### src/rtl/hirq_pkg.sv
package hirq_pkg;

  localparam int unsigned HIRQ_NSRC = 22;
  localparam int unsigned HIRQ_DW   = 32;
  localparam int unsigned HIRQ_AW   = 3;

  // Source positions (bit index in every status and mask view)
  localparam int unsigned SRC_RXBUF0   = 0;
  localparam int unsigned SRC_TXDATA   = 1;
  localparam int unsigned SRC_TXMOVE   = 2;
  localparam int unsigned SRC_RXBUF1   = 3;
  localparam int unsigned SRC_RXMOVE   = 4;
  localparam int unsigned SRC_MBOX0    = 5;
  localparam int unsigned SRC_MBOX1    = 6;
  localparam int unsigned SRC_WAKE     = 7;
  localparam int unsigned SRC_TRACE0   = 8;
  localparam int unsigned SRC_TRACE1   = 9;
  localparam int unsigned SRC_CMDDONE  = 10;
  localparam int unsigned SRC_INITDONE = 14;
  localparam int unsigned SRC_SENSE_ON = 16;
  localparam int unsigned SRC_SENSE_OFF= 17;

  localparam logic [HIRQ_NSRC-1:0] HIRQ_IMPL_DEFAULT =
      HIRQ_NSRC'((1 << SRC_RXBUF0) | (1 << SRC_TXDATA) | (1 << SRC_TXMOVE) |
                 (1 << SRC_RXBUF1) | (1 << SRC_RXMOVE) | (1 << SRC_MBOX0) |
                 (1 << SRC_MBOX1) | (1 << SRC_WAKE) | (1 << SRC_TRACE0) |
                 (1 << SRC_TRACE1) | (1 << SRC_CMDDONE) | (1 << SRC_INITDONE) |
                 (1 << SRC_SENSE_ON) | (1 << SRC_SENSE_OFF));

  localparam logic [HIRQ_NSRC-1:0] HIRQ_MASK_RESET = HIRQ_NSRC'(1);

  typedef enum logic [HIRQ_AW-1:0] {
    VIEW_MASK     = 3'd0,
    VIEW_MASK_SET = 3'd1,
    VIEW_MASK_CLR = 3'd2,
    VIEW_PEEK     = 3'd3,
    VIEW_TAKE     = 3'd4,
    VIEW_ACK      = 3'd5
  } hirq_view_e;

endpackage

### src/rtl/hirq_rst_sync.sv
module hirq_rst_sync #(
  parameter int unsigned STAGES = 2
) (
  input  logic clk,
  input  logic rst_n,
  output logic rst_sync_n
);
  logic [STAGES-1:0] chain_q;
  logic [STAGES-1:0] chain_d;

  always_comb begin
    chain_d = {chain_q[STAGES-2:0], 1'b1};
  end

  always_ff @(posedge clk or negedge rst_n) begin
    if (!rst_n) chain_q <= '0;
    else        chain_q <= chain_d;
  end

  assign rst_sync_n = chain_q[STAGES-1];
endmodule

### src/rtl/hirq_regif.sv
module hirq_regif
  import hirq_pkg::*;
#(
  parameter int unsigned NSRC = HIRQ_NSRC,
  parameter int unsigned DW   = HIRQ_DW,
  parameter int unsigned AW   = HIRQ_AW
) (
  input  logic            clk,
  input  logic            rst_n,
  input  logic            rd_en,
  input  logic            wr_en,
  input  logic [AW-1:0]   addr,
  input  logic [DW-1:0]   wr_data,
  input  logic [NSRC-1:0] status,
  input  logic [NSRC-1:0] mask,
  output logic [DW-1:0]   rd_data,
  output logic            mask_load,
  output logic            mask_set,
  output logic            mask_clr,
  output logic            ack_wr,
  output logic            take_rd,
  output logic            peek_rd,
  output logic [NSRC-1:0] wr_bits
);
  localparam int unsigned PAD = DW - NSRC;

  always_comb begin
    mask_load = wr_en && (addr == VIEW_MASK);
    mask_set  = wr_en && (addr == VIEW_MASK_SET);
    mask_clr  = wr_en && (addr == VIEW_MASK_CLR);
    ack_wr    = wr_en && (addr == VIEW_ACK);
    peek_rd   = rd_en && (addr == VIEW_PEEK);
    take_rd   = rd_en && (addr == VIEW_TAKE);
    wr_bits   = wr_data[NSRC-1:0];
  end

  always_comb begin
    rd_data = '0;
    if (rd_en) begin
      case (addr)
        VIEW_MASK: rd_data = {{PAD{1'b0}}, mask};
        VIEW_PEEK,
        VIEW_TAKE: rd_data = {{PAD{1'b0}}, status};
        default:   rd_data = '0;
      endcase
    end
  end


  wo_reads_zero_chk: assert property (@(posedge clk) disable iff (!rst_n)
    (rd_en && (addr == VIEW_MASK_SET || addr == VIEW_MASK_CLR ||
               addr == VIEW_ACK || addr > VIEW_ACK)) |-> (rd_data == '0));
endmodule

### src/rtl/hirq_mask_reg.sv
module hirq_mask_reg
  import hirq_pkg::*;
#(
  parameter int unsigned     NSRC = HIRQ_NSRC,
  parameter logic [NSRC-1:0] IMPL = HIRQ_IMPL_DEFAULT,
  parameter logic [NSRC-1:0] RST  = HIRQ_MASK_RESET
) (
  input  logic            clk,
  input  logic            rst_n,
  input  logic            load,
  input  logic            set,
  input  logic            clr,
  input  logic [NSRC-1:0] bits,
  output logic [NSRC-1:0] mask
);
  for (genvar k = 0; k < NSRC; k++) begin : g_bit
    if (IMPL[k]) begin : g_live
      logic q, d, en;
      always_comb begin
        en = load | ((set | clr) & bits[k]);
        d  = load ? bits[k] : set;
      end
      always_ff @(posedge clk or negedge rst_n) begin
        if (!rst_n)  q <= RST[k];
        else if (en) q <= d;
      end
      assign mask[k] = q;
    end else begin : g_rsvd
      assign mask[k] = 1'b0;
    end
  end


  set_reaches_bits_chk: assert property (@(posedge clk) disable iff (!rst_n)
    set |=> ((mask & $past(bits & IMPL)) == $past(bits & IMPL)));


  clr_reaches_bits_chk: assert property (@(posedge clk) disable iff (!rst_n)
    clr |=> ((mask & $past(bits)) == '0));
endmodule

### src/rtl/hirq_status_bank.sv
module hirq_status_bank
  import hirq_pkg::*;
#(
  parameter int unsigned     NSRC = HIRQ_NSRC,
  parameter logic [NSRC-1:0] IMPL = HIRQ_IMPL_DEFAULT
) (
  input  logic            clk,
  input  logic            rst_n,
  input  logic [NSRC-1:0] evt,
  input  logic            ack_wr,
  input  logic [NSRC-1:0] ack_bits,
  input  logic            take_rd,
  input  logic            peek_rd,
  output logic [NSRC-1:0] status
);
  for (genvar k = 0; k < NSRC; k++) begin : g_bit
    if (IMPL[k]) begin : g_live
      logic q, d, en, wipe;
      always_comb begin
        wipe = take_rd | (ack_wr & ack_bits[k]);
        en   = evt[k] | wipe;
        d    = evt[k];
      end
      always_ff @(posedge clk or negedge rst_n) begin
        if (!rst_n)  q <= 1'b0;
        else if (en) q <= d;
      end
      assign status[k] = q;


      evt_wins_chk: assert property (@(posedge clk) disable iff (!rst_n)
        evt[k] |=> status[k]);
    end else begin : g_rsvd
      assign status[k] = 1'b0;
    end
  end


  take_empties_chk: assert property (@(posedge clk) disable iff (!rst_n)
    (take_rd && evt == '0) |=> (status == '0));


  peek_keeps_chk: assert property (@(posedge clk) disable iff (!rst_n)
    (peek_rd && !take_rd && !ack_wr) |=>
      ((status & $past(status)) == $past(status)));
endmodule

### src/rtl/hirq_unit.sv
module hirq_unit
  import hirq_pkg::*;
#(
  parameter int unsigned     NSRC     = HIRQ_NSRC,
  parameter int unsigned     DW       = HIRQ_DW,
  parameter int unsigned     AW       = HIRQ_AW,
  parameter logic [NSRC-1:0] IMPL     = HIRQ_IMPL_DEFAULT,
  parameter logic [NSRC-1:0] MASK_RST = HIRQ_MASK_RESET
) (
  input  logic            clk,
  input  logic            rst_n,
  input  logic [NSRC-1:0] evt_i,
  input  logic            rd_en,
  input  logic            wr_en,
  input  logic [AW-1:0]   addr,
  input  logic [DW-1:0]   wr_data,
  output logic [DW-1:0]   rd_data,
  input  logic            irq_active_low,
  output logic            host_irq
);
  logic            rst_i_n;
  logic [NSRC-1:0] status, mask, wr_bits;
  logic            mask_load, mask_set, mask_clr, ack_wr, take_rd, peek_rd;
  logic            irq_q, irq_d;

  hirq_rst_sync #(.STAGES(2)) u_rst (
    .clk(clk), .rst_n(rst_n), .rst_sync_n(rst_i_n)
  );

  hirq_regif #(.NSRC(NSRC), .DW(DW), .AW(AW)) u_regif (
    .clk(clk), .rst_n(rst_i_n), .rd_en(rd_en), .wr_en(wr_en), .addr(addr),
    .wr_data(wr_data), .status(status), .mask(mask), .rd_data(rd_data),
    .mask_load(mask_load), .mask_set(mask_set), .mask_clr(mask_clr),
    .ack_wr(ack_wr), .take_rd(take_rd), .peek_rd(peek_rd), .wr_bits(wr_bits)
  );

  hirq_mask_reg #(.NSRC(NSRC), .IMPL(IMPL), .RST(MASK_RST)) u_mask (
    .clk(clk), .rst_n(rst_i_n), .load(mask_load), .set(mask_set),
    .clr(mask_clr), .bits(wr_bits), .mask(mask)
  );

  hirq_status_bank #(.NSRC(NSRC), .IMPL(IMPL)) u_stat (
    .clk(clk), .rst_n(rst_i_n), .evt(evt_i), .ack_wr(ack_wr),
    .ack_bits(wr_bits), .take_rd(take_rd), .peek_rd(peek_rd), .status(status)
  );

  always_comb begin
    irq_d = |(status & ~mask);
  end

  always_ff @(posedge clk or negedge rst_i_n) begin
    if (!rst_i_n) irq_q <= 1'b0;
    else          irq_q <= irq_d;
  end

  assign host_irq = irq_q ^ irq_active_low;


  irq_release_chk: assert property (@(posedge clk) disable iff (!rst_i_n)
    (status == '0) |=> !irq_q);
endmodule

### config.mk
export PLATFORM = sky130hd
export DESIGN_NAME = hirq_unit
export DESIGN_NICKNAME = d
export VERILOG_FILES = /design/src/rtl/hirq_pkg.sv /design/src/rtl/hirq_rst_sync.sv /design/src/rtl/hirq_regif.sv /design/src/rtl/hirq_mask_reg.sv /design/src/rtl/hirq_status_bank.sv /design/src/rtl/hirq_unit.sv
export SDC_FILE = /design/constraint.sdc
export NUM_CORES = 1
export LEC_CHECK = 0
export CAP_MARGIN = 20
export CORE_MARGIN = 2
export CORE_UTILIZATION = 29
export CTS_CLUSTER_DIAMETER = 200
export DETAILED_ROUTE_END_ITERATION = 12
export PLACE_DENSITY = 0.74
export SLEW_MARGIN = 20
export SYNTH_ARGS = -nofsm -noshare
export SYNTH_HDL_FRONTEND = slang
export SYNTH_SLANG_ARGS = --single-unit
export TNS_END_PERCENT = 100
### constraint.sdc
create_clock -name clk -period 1.3 [get_ports clk]
set_clock_uncertainty 0.15 [all_clocks]
set_input_delay 0.195 -clock clk [delete_from_list [all_inputs] [get_ports clk]]
set_output_delay 0.195 -clock clk [all_outputs]
set_load 0.02 [all_outputs]
==> results.md, run 1 <==
* Startpoint types: input port
* Fillers at roughly 530
* PnR worst setup slack at -0.189 ns
* Global Route Usage Sum at 15.4%
* Num ports at 95
* Sequential area share after synthesis at 46.5%
* Clk_lat worst skew at ~0.28 ns
* Kind of critical path: input port to primary output
* Period utilization at 115%
* Fmax achieved at 0.671 GHz
* Critical path's slowest cell: a22o_1
* First-pass GRT wire length at roughly 7.5 mm
* Initial core utilization at 30.2%
* TritonCTS clock tree: done
* Initial DRC count at 38
* Port Buffers at 50
* Status: finished, violations left
* Clock buffer depth at 2
* H-tree depth at 2
* Die area at 6390 um2
* Post-synthesis cell area at between 1500 and 2000 um2
* Final Hold Vio Count at 0
* CP max stage delay at 0.24 ns
* Pre-antenna DRT Iters at 4
* Post-layout util at between 40% and 50%
* WP buf/inv at 4
* Hold WS at around 0.11 ns
* Worst Setup End Kind: primary output
* Largest net degree at the start of global routing at 15
* Pwr/cell area at 1010 nW/um2
* Antenna violations before repair at 0
* Hold crit path type: flop to asynchronous set/reset pin
* Fraction of layout instances using a drive strength above 1 at 31.5%
* Post-route DRC at 0
* Detail Placement HPWL at 3.41 mm
* RSZ-0062 raised after global routing: true
* DR vias at 1,510
* CTS sink count at 31
* Layout area overhead at 56.9%
* Leading cell type in the layout, fill and taps excluded: buf_4
* Worst-path fanout max at 7
* Maximum VDD drop at 519 uV
* Syn avg cell area at 10.2 um2
* Violations in the final reports: negative setup slack
* WL final at 4.64 mm
* Die width at 79.9 um
* Asr flop ratio synth at 100%
* Flops & latches, synth at 31
* CTS clk-pin slew, worst paths at 0.06 ns
* Placed Instances at 310
* CP arrival at 1.14 ns
* Most frequent cells in the layout: 33 x buf_4, 30 x clkdlybuf4s50_1, 30 x dfrtp_1
* Max Slew Vio Count at 0
* Non-Filler Instances at 323
* Post-DRT Antenna Nets at 0
* Total congestion overflow at 0
* Final setup fails at 14
* CTS buffer count at 5
* Diodes inserted at 0
* Max-cap check violation count at 0
* Distinct cell type count after synthesis at 29
* Yosys warns at 0
* Top Family by Delay on Critical Path: buffers and inverters
* Root buf cell: clkbuf_8
* Gp weighted congestion at 0.782
* Multi-input gate area at 757 um2
* Layout Nets at 313
* Post-synth EDFFs at 0
* WL per Instance at 14.4 um
* Vias in the first global route at 1,577
* Power Total at approximately 0.0027 W
* Leak at 1.20 nW
* Final worst path period need at 1.49 ns
* CORE AREA at 5540 um2
* Drt via density at between 4 and 5
* Synthesized instance count at between 150 and 200
* FF+latch area at approximately 780 um2
* Die Ht at around 80 um
* WP data required at 0.95 ns
* Row cnt at 27
* Post-synth top flop: dfrtp_1
* Crit-path cells: buf_8 -> buf_6 -> nand4b_1 -> nand2_4 -> buf_12 -> a22o_1 -> buf_6
* CP most frequent cell: buf_6
## registers in the layout, summed over array words and instances, names as in the netlist
name and cells:
u_mask.g_bit.g_live.q 14, u_stat.g_bit.g_live.q 14, u_rst.chain_q 2, irq_q 1
## logic make-up after synthesis
kind of cell | count (synthesis) | share of synthesized area, %
AO/OA/AOI/OAI | 71 | 31.8
buffers and inverters | 41 | 15.0
flip-flops | 31 | 46.5
AND/OR/NAND/NOR | 18 | 5.76
other | 2 | 0.449
XOR/XNOR | 1 | 0.524
## synth_stat cells, types with 4 or more instances
library cell  count  area share [%]
a21oi_2           4             2.1
a21oi_1           4             1.2
o21ai_0          14             4.2
a31o_1            6             3.1
buf_4            20             9.0
a22o_1           28              15
dfrtp_1          30              45
inv_1            14             3.1
a21o_1            8             3.6
o22ai_1           5             1.9
nand2_1           7             1.6
## worst reg2reg max path: cells and delay by family, from the launching register on
family | cells | cell delay, ns
flops | 1 | 0.53
simple gates | 2 | 0.23
buf+inv | 1 | 0.10
compound gates | 1 | 0.07
## stage by stage
stage | setup slack, ns | area, um2 | setup TNS [ns]
after global placement | -0.960 | 2400 | -30.58
final | -0.189 | 2620 | -2.40
after global routing | -0.215 | 2620 | -2.87
after CTS | -0.180 | 2600 | -2.42
after detailed placement | -0.973 | 2400 | -31.24
after floorplan | -0.0544 | 1740 | -0.544
## power by group
part / switching, W / internal, W
clock network: 0.000334 / 0.000414
logic: 0.000342 / 0.000423
registers: 0.0000655 / 0.00107
## timing repair
item                       in CTS  in global routing
setup endpoints to repair      44                 16
buffers inserted                3                  0
hold buffers                    2                  0
cloned                          1                  0
pin swaps                      20                  4
gates resized for setup       119                  3
hold endpoints to repair        5                  0
## final cells by class
| type | instances | area share (%) |
|---|---|---|
| inverter | 15 | 2.15 |
| tap | 72 | 3.44 |
| multi-input combinational | 109 | 28.9 |
| clock buffer | 6 | 3.15 |
| clock inverter | 1 | 0.191 |
| sequential | 31 | 29.6 |
| timing repair buffer | 89 | 32.6 |
## routing by layer
| metal | GRT usage, % | share of wire [%] | vias to the layer above |
|---|---|---|---|
| met5 | 0 | 0 | - |
| met3 | 4.86 | 7.5 | 11 |
| met1 | 17.4 | 39 | 704 |
| li1 | - | - | 731 |
| met2 | 26.3 | 51 | 64 |
| met4 | 7.29 | 2.4 | 0 |
## path summary, 6_finish.rpt
kind | startpoint | endpoint | slack (ns) | depth (start not counted)
max in group asynchronous | u_rst.chain_q[1] | u_stat.g_bit[0].g_live.q | 0.28 | 1
hold / removal | u_rst.chain_q[1] | u_mask.g_bit[0].g_live.q | 0.11 | 0
min in group clk | u_rst.chain_q[0] | u_rst.chain_q[1] | 0.20 | 0
hold reg to reg | u_rst.chain_q[1] | u_mask.g_bit[0].g_live.q | 0.11 | 0
setup / recovery | addr[1] | rd_data[10] | -0.19 | 7
setup reg to reg | u_mask.g_bit[0].g_live.q | irq_q | 0.11 | 4
Power figures use the tool's default switching activity.
==> run 2, diff against run 1 <==
--- a/constraint.sdc
+++ b/constraint.sdc
@@ -4,2 +4,2 @@
 set_output_delay 0.195 -clock clk [all_outputs]
-set_load 0.02 [all_outputs]
+set_load 0.05 [all_outputs]
==> run 2 against run 1 <==
  * The run still ends with negative setup slack left
  * Clock power increased by 34%
  * First-iteration DRC count increased by 140%
  * Die area stayed put
  * Core utilization increased by 5.1 points
  * Total power grew 17%
  * Worst setup slack better by 0.035 ns
  * Worst hold slack worse by 0.042 ns
  * Register-to-register slack worse by 0.09 ns
==> results.md, run 2 (synthesis gave the netlist of run 1 again) <==
* Multi-input gate area at 925 um2 (+22%)
* First-pass GRT wire length at 7.77 mm (+3.9%)
* Die width at 79.9 um (unchanged)
* Maximum VDD drop at 457 uV (-12%)
* Post-route DRC at 0 (unchanged)
* Leak at 1.29 nW (+7.5%)
* Setup TNS at -2.10 ns (+0.303 ns)
* WP data required at 0.95 ns (about the same)
* Worst Setup End Kind: primary output
* Fraction of layout instances using a drive strength above 1 at 36.1% (+4.6 points)
* Antenna violations before repair at 1 (+1)
* TritonCTS clock tree: done
* Row cnt at 27 (unchanged)
* Hold crit path type: flop to asynchronous set/reset pin
* Pwr/cell area at 1070 nW/um2 (+5.5%)
* Final worst path period need at 1.45 ns (-0.0345 ns)
* Total congestion overflow at 0 (unchanged)
* Die Ht at 79.9 um (unchanged)
* CP arrival at 1.11 ns (-0.03 ns)
* DR vias at 1,519 (+0.60%)
* Die area at 6390 um2 (unchanged)
* Biggest regs: u_mask.g_bit.g_live.q x14, u_stat.g_bit.g_live.q x14, u_rst.chain_q x2
* Crit-path cells: buf_2 -> nand4b_1 -> buf_6 -> nand2_8 -> a22o_4 -> buf_12
* Max Slew Vio Count at 0 (unchanged)
* Post-DRT Antenna Nets at 0 (unchanged)
* Non-Filler Instances at 317 (-1.9%)
* Clk_lat worst skew at 0.28 ns (about the same)
* Critical path's slowest cell: a22o_4
* CTS clk-pin slew, worst paths at 0.07 ns (about the same)
* Final setup fails at 15 (+1)
* Violations in the final reports: negative setup slack
* Num ports at 95 (unchanged)
* Drt via density at 4.79 (+2.5%)
* Port Buffers at 50 (unchanged)
* Fillers at 499 (-5.0%)
* Global Route Usage Sum at 16.1% (+0.65 points)
* Kind of critical path: input port to primary output
* Max-cap check violation count at 0 (unchanged)
* Vias in the first global route at 1,553 (-1.5%)
* CTS buffer count at 5 (unchanged)
* CP max stage delay at 0.28 ns (+0.04 ns)
* WL final at 4.80 mm (+3.4%)
* Top Family by Delay on Critical Path: buffers and inverters
* Largest net degree at the start of global routing at 30 (+15)
* Status: finished, violations left
* Startpoint types: input port
* WP buf/inv at 3 (-1)
* Initial core utilization at 30.2% (unchanged)
* Gp weighted congestion at 0.737 (-5.7%)
* Most frequent cells in the layout: 30 x dfrtp_1, 29 x clkdlybuf4s50_1, 23 x buf_4
* CTS sink count at 31 (unchanged)
* Leading cell type in the layout, fill and taps excluded: dfrtp_1
* Pre-antenna DRT Iters at 4 (unchanged)
* Initial DRC count at 92 (+140%)
* Fmax achieved at 0.687 GHz (+2.4%)
* FF+latch area at 777 um2 (unchanged)
* Worst-path fanout max at 7 (unchanged)
* Root buf cell: clkbuf_8
* Layout area overhead at 73.7%
* RSZ-0062 raised after global routing: true
* Clock buffer depth at 2 (unchanged)
* PnR worst setup slack at -0.155 ns (+0.0345 ns)
* CORE AREA at 5540 um2 (unchanged)
* Final Hold Vio Count at 0 (unchanged)
* Period utilization at 112% (-2.7 points)
* H-tree depth at 2 (unchanged)
* Layout Nets at 305 (-2.6%)
* WL per Instance at 15.1 um (+5.3%)
* Detail Placement HPWL at 3.13 mm (-8.0%)
* Placed Instances at 288 (-7.1%)
-- run 2: through the flow --
stage	setup slack [ns]	total power (W)	util [%]	hold slack (ns)	cell area, um2
3_3_place_gp	-0.715	0.00195	43.7	0.0680	2420
2_1_floorplan	-0.0806	0.00166	-	-0.251	1770
3_5_place_dp	-0.787	0.00196	43.7	0.0869	2420
6_report	-0.155	0.00310	52.4	0.0683	2900
4_1_cts	-0.171	0.00307	51.2	0.0832	2840
5_1_grt	-0.189	0.00322	52.4	0.0979	2900
-- run 2: final cells by class --
cell class,count,area share [%]
timing repair buffer,80,32.2
multi-input combinational,110,31.8
sequential,31,26.8
tap,72,3.10
clock buffer,6,2.84
inverter,15,1.94
clock inverter,2,1.21
antenna,1,0.0862
-- run 2: per-layer routing --
layer  part of all wire (%)  vias to the layer above  wire length (um)  GRT usage (%)
li1                       -                      718                 -              -
met1                     42                      747              2030           20.2
met2                     50                       47              2410           26.5
met3                    6.2                        7               297           5.32
met4                    1.2                        0                57           4.07
met5                      0                        -                 0              0
-- run 2: final timing paths --
check	slack [ns]	from	cells past startpoint	endpoint
max	-0.15	rd_en	6	rd_data[1]
min	0.07	u_rst.chain_q[1]	1	u_mask.g_bit[17].g_live.q
max reg2reg	0.02	u_stat.g_bit[14].g_live.q	4	irq_q
min reg2reg	0.07	u_rst.chain_q[1]	1	u_mask.g_bit[17].g_live.q
max in group asynchronous	0.40	rst_n	2	u_rst.chain_q[1]
min in group clk	0.21	u_rst.chain_q[0]	0	u_rst.chain_q[1]
-- run 2: power by group --
group | total [W] | leakage [nW] | switching [W] | internal [W]
sequential | 0.00118 | 0.331 | 0.000104 | 0.00107
clock | 0.00100 | 0.0612 | 0.000381 | 0.000620
combinational | 0.000920 | 0.898 | 0.000471 | 0.000448
-- run 2: timing repair --
| item | in CTS | in global routing |
|---|---|---|
| pin swaps | 22 | 8 |
| gates cloned | 2 | 0 |
| buffers inserted | 11 | 6 |
| endpoints found under the setup margin | 43 | 16 |
| resized for setup | 54 | 5 |
| hold endpoints to repair | 2 | 0 |
| hold buffers | 1 | 0 |
==> run 3, diff against run 2 <==
CORE_UTILIZATION = 38   (was 29)
PLACE_DENSITY = 0.9   (was 0.74)
==> run 3 against run 2 <==
  * Die area is 23% lower
  * Sequential cell count stayed put
  * Maximum frequency is 0.41% higher
  * Register-to-register slack worse by 0.05 ns
  * Critical path depth is 4 lower
  * The run still ends with negative setup slack left
  * Via count is 8.2% higher
  * Clock power is 24% lower
  * Worst hold slack better by 0.050 ns
  * Largest cell class unchanged
  * Worst setup slack better by 0.0059 ns
==> results.md, run 3 (synthesis gave the netlist of run 1 again) <==
* Status: finished, violations left
* Violations in the final reports: negative setup slack
* Pwr/cell area at 1010 nW/um2 (-5.3%)
* CTS sink count at 31 (unchanged)
* Period utilization at 111% (-0.46 points)
* Biggest regs: u_mask.g_bit.g_live.q x14, u_stat.g_bit.g_live.q x14, u_rst.chain_q x2
* Initial DRC count at 101 (+9.8%)
* Layout area overhead at 77.4%
* WL final at 5.53 mm (+15%)
* CTS clk-pin slew, worst paths at 0.07 ns (about the same)
* Fmax achieved at 0.690 GHz (+0.41%)
* CTS buffer count at 5 (unchanged)
* Clk_lat worst skew at 0.28 ns (about the same)
* Total congestion overflow at 0 (unchanged)
* Antenna violations before repair at 0 (-1)
* Pre-CTS setup slack at -0.763 ns (+0.0238 ns)
* Worst Setup End Kind: primary output
* Num ports at 95 (unchanged)
* Gp weighted congestion at 0.821 (+11%)
* Finished Cell Area at 2970 um2 (+2.1%)
* Flop pwr share at 39.4% (+1.4 points)
* Non-Filler Instances at 312 (-1.6%)
* Sw frac at 32.6% (+1.8 points)
* Power Total at 0.00300 W (-3.3%)
* CORE AREA at 4290 um2 (-22%)
* Placed Instances at 271 (-5.9%)
* Combinational Power Share at 35.2% (+5.5 points)
* Global Route Usage Sum at 21.6% (+5.6 points)
* Layout Nets at 322 (+5.6%)
* Crit-path cells: a22o_4 -> buf_12
* Die Ht at 70.3 um (-12%)
* TritonCTS clock tree: done
* Maximum VDD drop at 515 uV (+13%)
* Largest net degree at the start of global routing at 15 (-50%)
* Drt via density at 5.27 (+10%)
* Post-DP Area at 2390 um2 (-1.1%)
* First-pass GRT wire length at 8.22 mm (+5.8%)
* Die area at 4950 um2 (-23%)
* WP data required at 0.95 ns (about the same)
* Hold crit path type: flop to asynchronous set/reset pin
* Max Slew Vio Count at 0 (unchanged)
* Vias in the first global route at 1,684 (+8.4%)
* Int Power at 0.00202 W (-5.7%)
* Startpoint types: flop
* Psw at 0.000978 W (+2.3%)
* Final worst path period need at 1.45 ns (-0.00594 ns)
* Most frequent cells in the layout: 37 x buf_4, 30 x dfrtp_1, 29 x clkdlybuf4s50_1
* WP buf/inv at 1 (-2)
* Kind of critical path: flop to primary output
* CP max stage delay at 0.42 ns (+0.14 ns)
* WL per Instance at 17.7 um (+17%)
* Clock power share at 25.4% (-6.9 points)
* Pre-antenna DRT Iters at 4 (unchanged)
* Leak at 1.35 nW (+4.9%)
* Critical path's slowest cell: dfrtp_1
* RSZ-0062 raised after global routing: true
* Port Buffers at 50 (unchanged)
* Top Family by Delay on Critical Path: flip-flops
* DR vias at 1,644 (+8.2%)
* Row cnt at 24 (-11%)
* Leading cell type in the layout, fill and taps excluded: buf_4
* Final setup fails at 16 (+1)
* CP arrival at 1.10 ns (about the same)
* H-tree depth at 2 (unchanged)
* Final Hold Vio Count at 0 (unchanged)
* Worst reg2reg setup slack at -0.03 ns (-0.05 ns)
* Diodes inserted at 0 (-1)
* Detail Placement HPWL at 3.30 mm (+5.5%)
* Die width at 70.3 um (-12%)
* Post-DRT Antenna Nets at 0 (unchanged)
* Setup TNS at -1.95 ns (+0.152 ns)
* PnR worst setup slack at -0.149 ns (+0.00594 ns)
* Root buf cell: clkbuf_8
* Initial core utilization at 38.9% (+8.8 points)
* Max-cap check violation count at 0 (unchanged)
* Clock buffer depth at 2 (unchanged)
* Post-route DRC at 0 (unchanged)
* Worst-path fanout max at 3 (-4)
* Fraction of layout instances using a drive strength above 1 at 41.5% (+5.5 points)
run 3: repair_timing:
action                                  4_1_cts  5_1_grt
endpoints found under the hold margin         8        0
pin swaps                                    22       19
endpoints found under the setup margin       43       16
setup buffers                                16       15
gates cloned                                  1        0
gates resized for setup                      50       18
hold buffers                                  2        0
run 3: worst paths after layout:
check	depth (start not counted)	from	endpoint
setup / recovery	2	u_mask.g_bit[1].g_live.q	rd_data[1]
hold / removal	0	u_rst.chain_q[1]	u_mask.g_bit[0].g_live.q
setup reg to reg	5	u_stat.g_bit[9].g_live.q	irq_q
hold reg to reg	0	u_rst.chain_q[1]	u_mask.g_bit[0].g_live.q
max in group asynchronous	1	u_rst.chain_q[1]	u_stat.g_bit[17].g_live.q
min in group clk	0	u_rst.chain_q[0]	u_rst.chain_q[1]
run 3: final cells by class:
class	instances	area, um2
fill	304	1330
clock inverter	1	5.00
inverter	15	56.3
sequential	31	777
multi-input combinational	110	931
tap	52	65.1
timing repair buffer	97	1050
clock buffer	6	82.6
run 3: through the flow:
| stage | hold WS [ns] | utilization (%) |
|---|---|---|
| 2_1_floorplan | -0.251 | - |
| 3_3_place_gp | -0.0131 | 55.8 |
| 3_5_place_dp | -0.00923 | 55.8 |
| 4_1_cts | 0.114 | 65.0 |
| 5_1_grt | 0.118 | 69.1 |
| 6_report | 0.119 | 69.1 |
run 3: layer usage:
| layer | track usage [%] | vias up | part of all wire (%) | routed length [um] |
|---|---|---|---|---|
| li1 | - | 752 | - | - |
| met1 | 22.2 | 808 | 35 | 1940 |
| met2 | 41.2 | 72 | 56 | 3100 |
| met3 | 5.34 | 12 | 6.1 | 340 |
| met4 | 8.76 | 0 | 2.8 | 153 |
| met5 | 0 | - | 0 | 0 |
run 3: power by group through the flow:
stage	logic, W	clock network [W]	registers (W)
after floorplan	0.000493	0	0.00116
after global placement	0.000765	0	0.00118
after detailed placement	0.000784	0	0.00118
after CTS	0.000903	0.000771	0.00118
after global routing	0.00111	0.000813	0.00119
final	0.00106	0.000761	0.00118
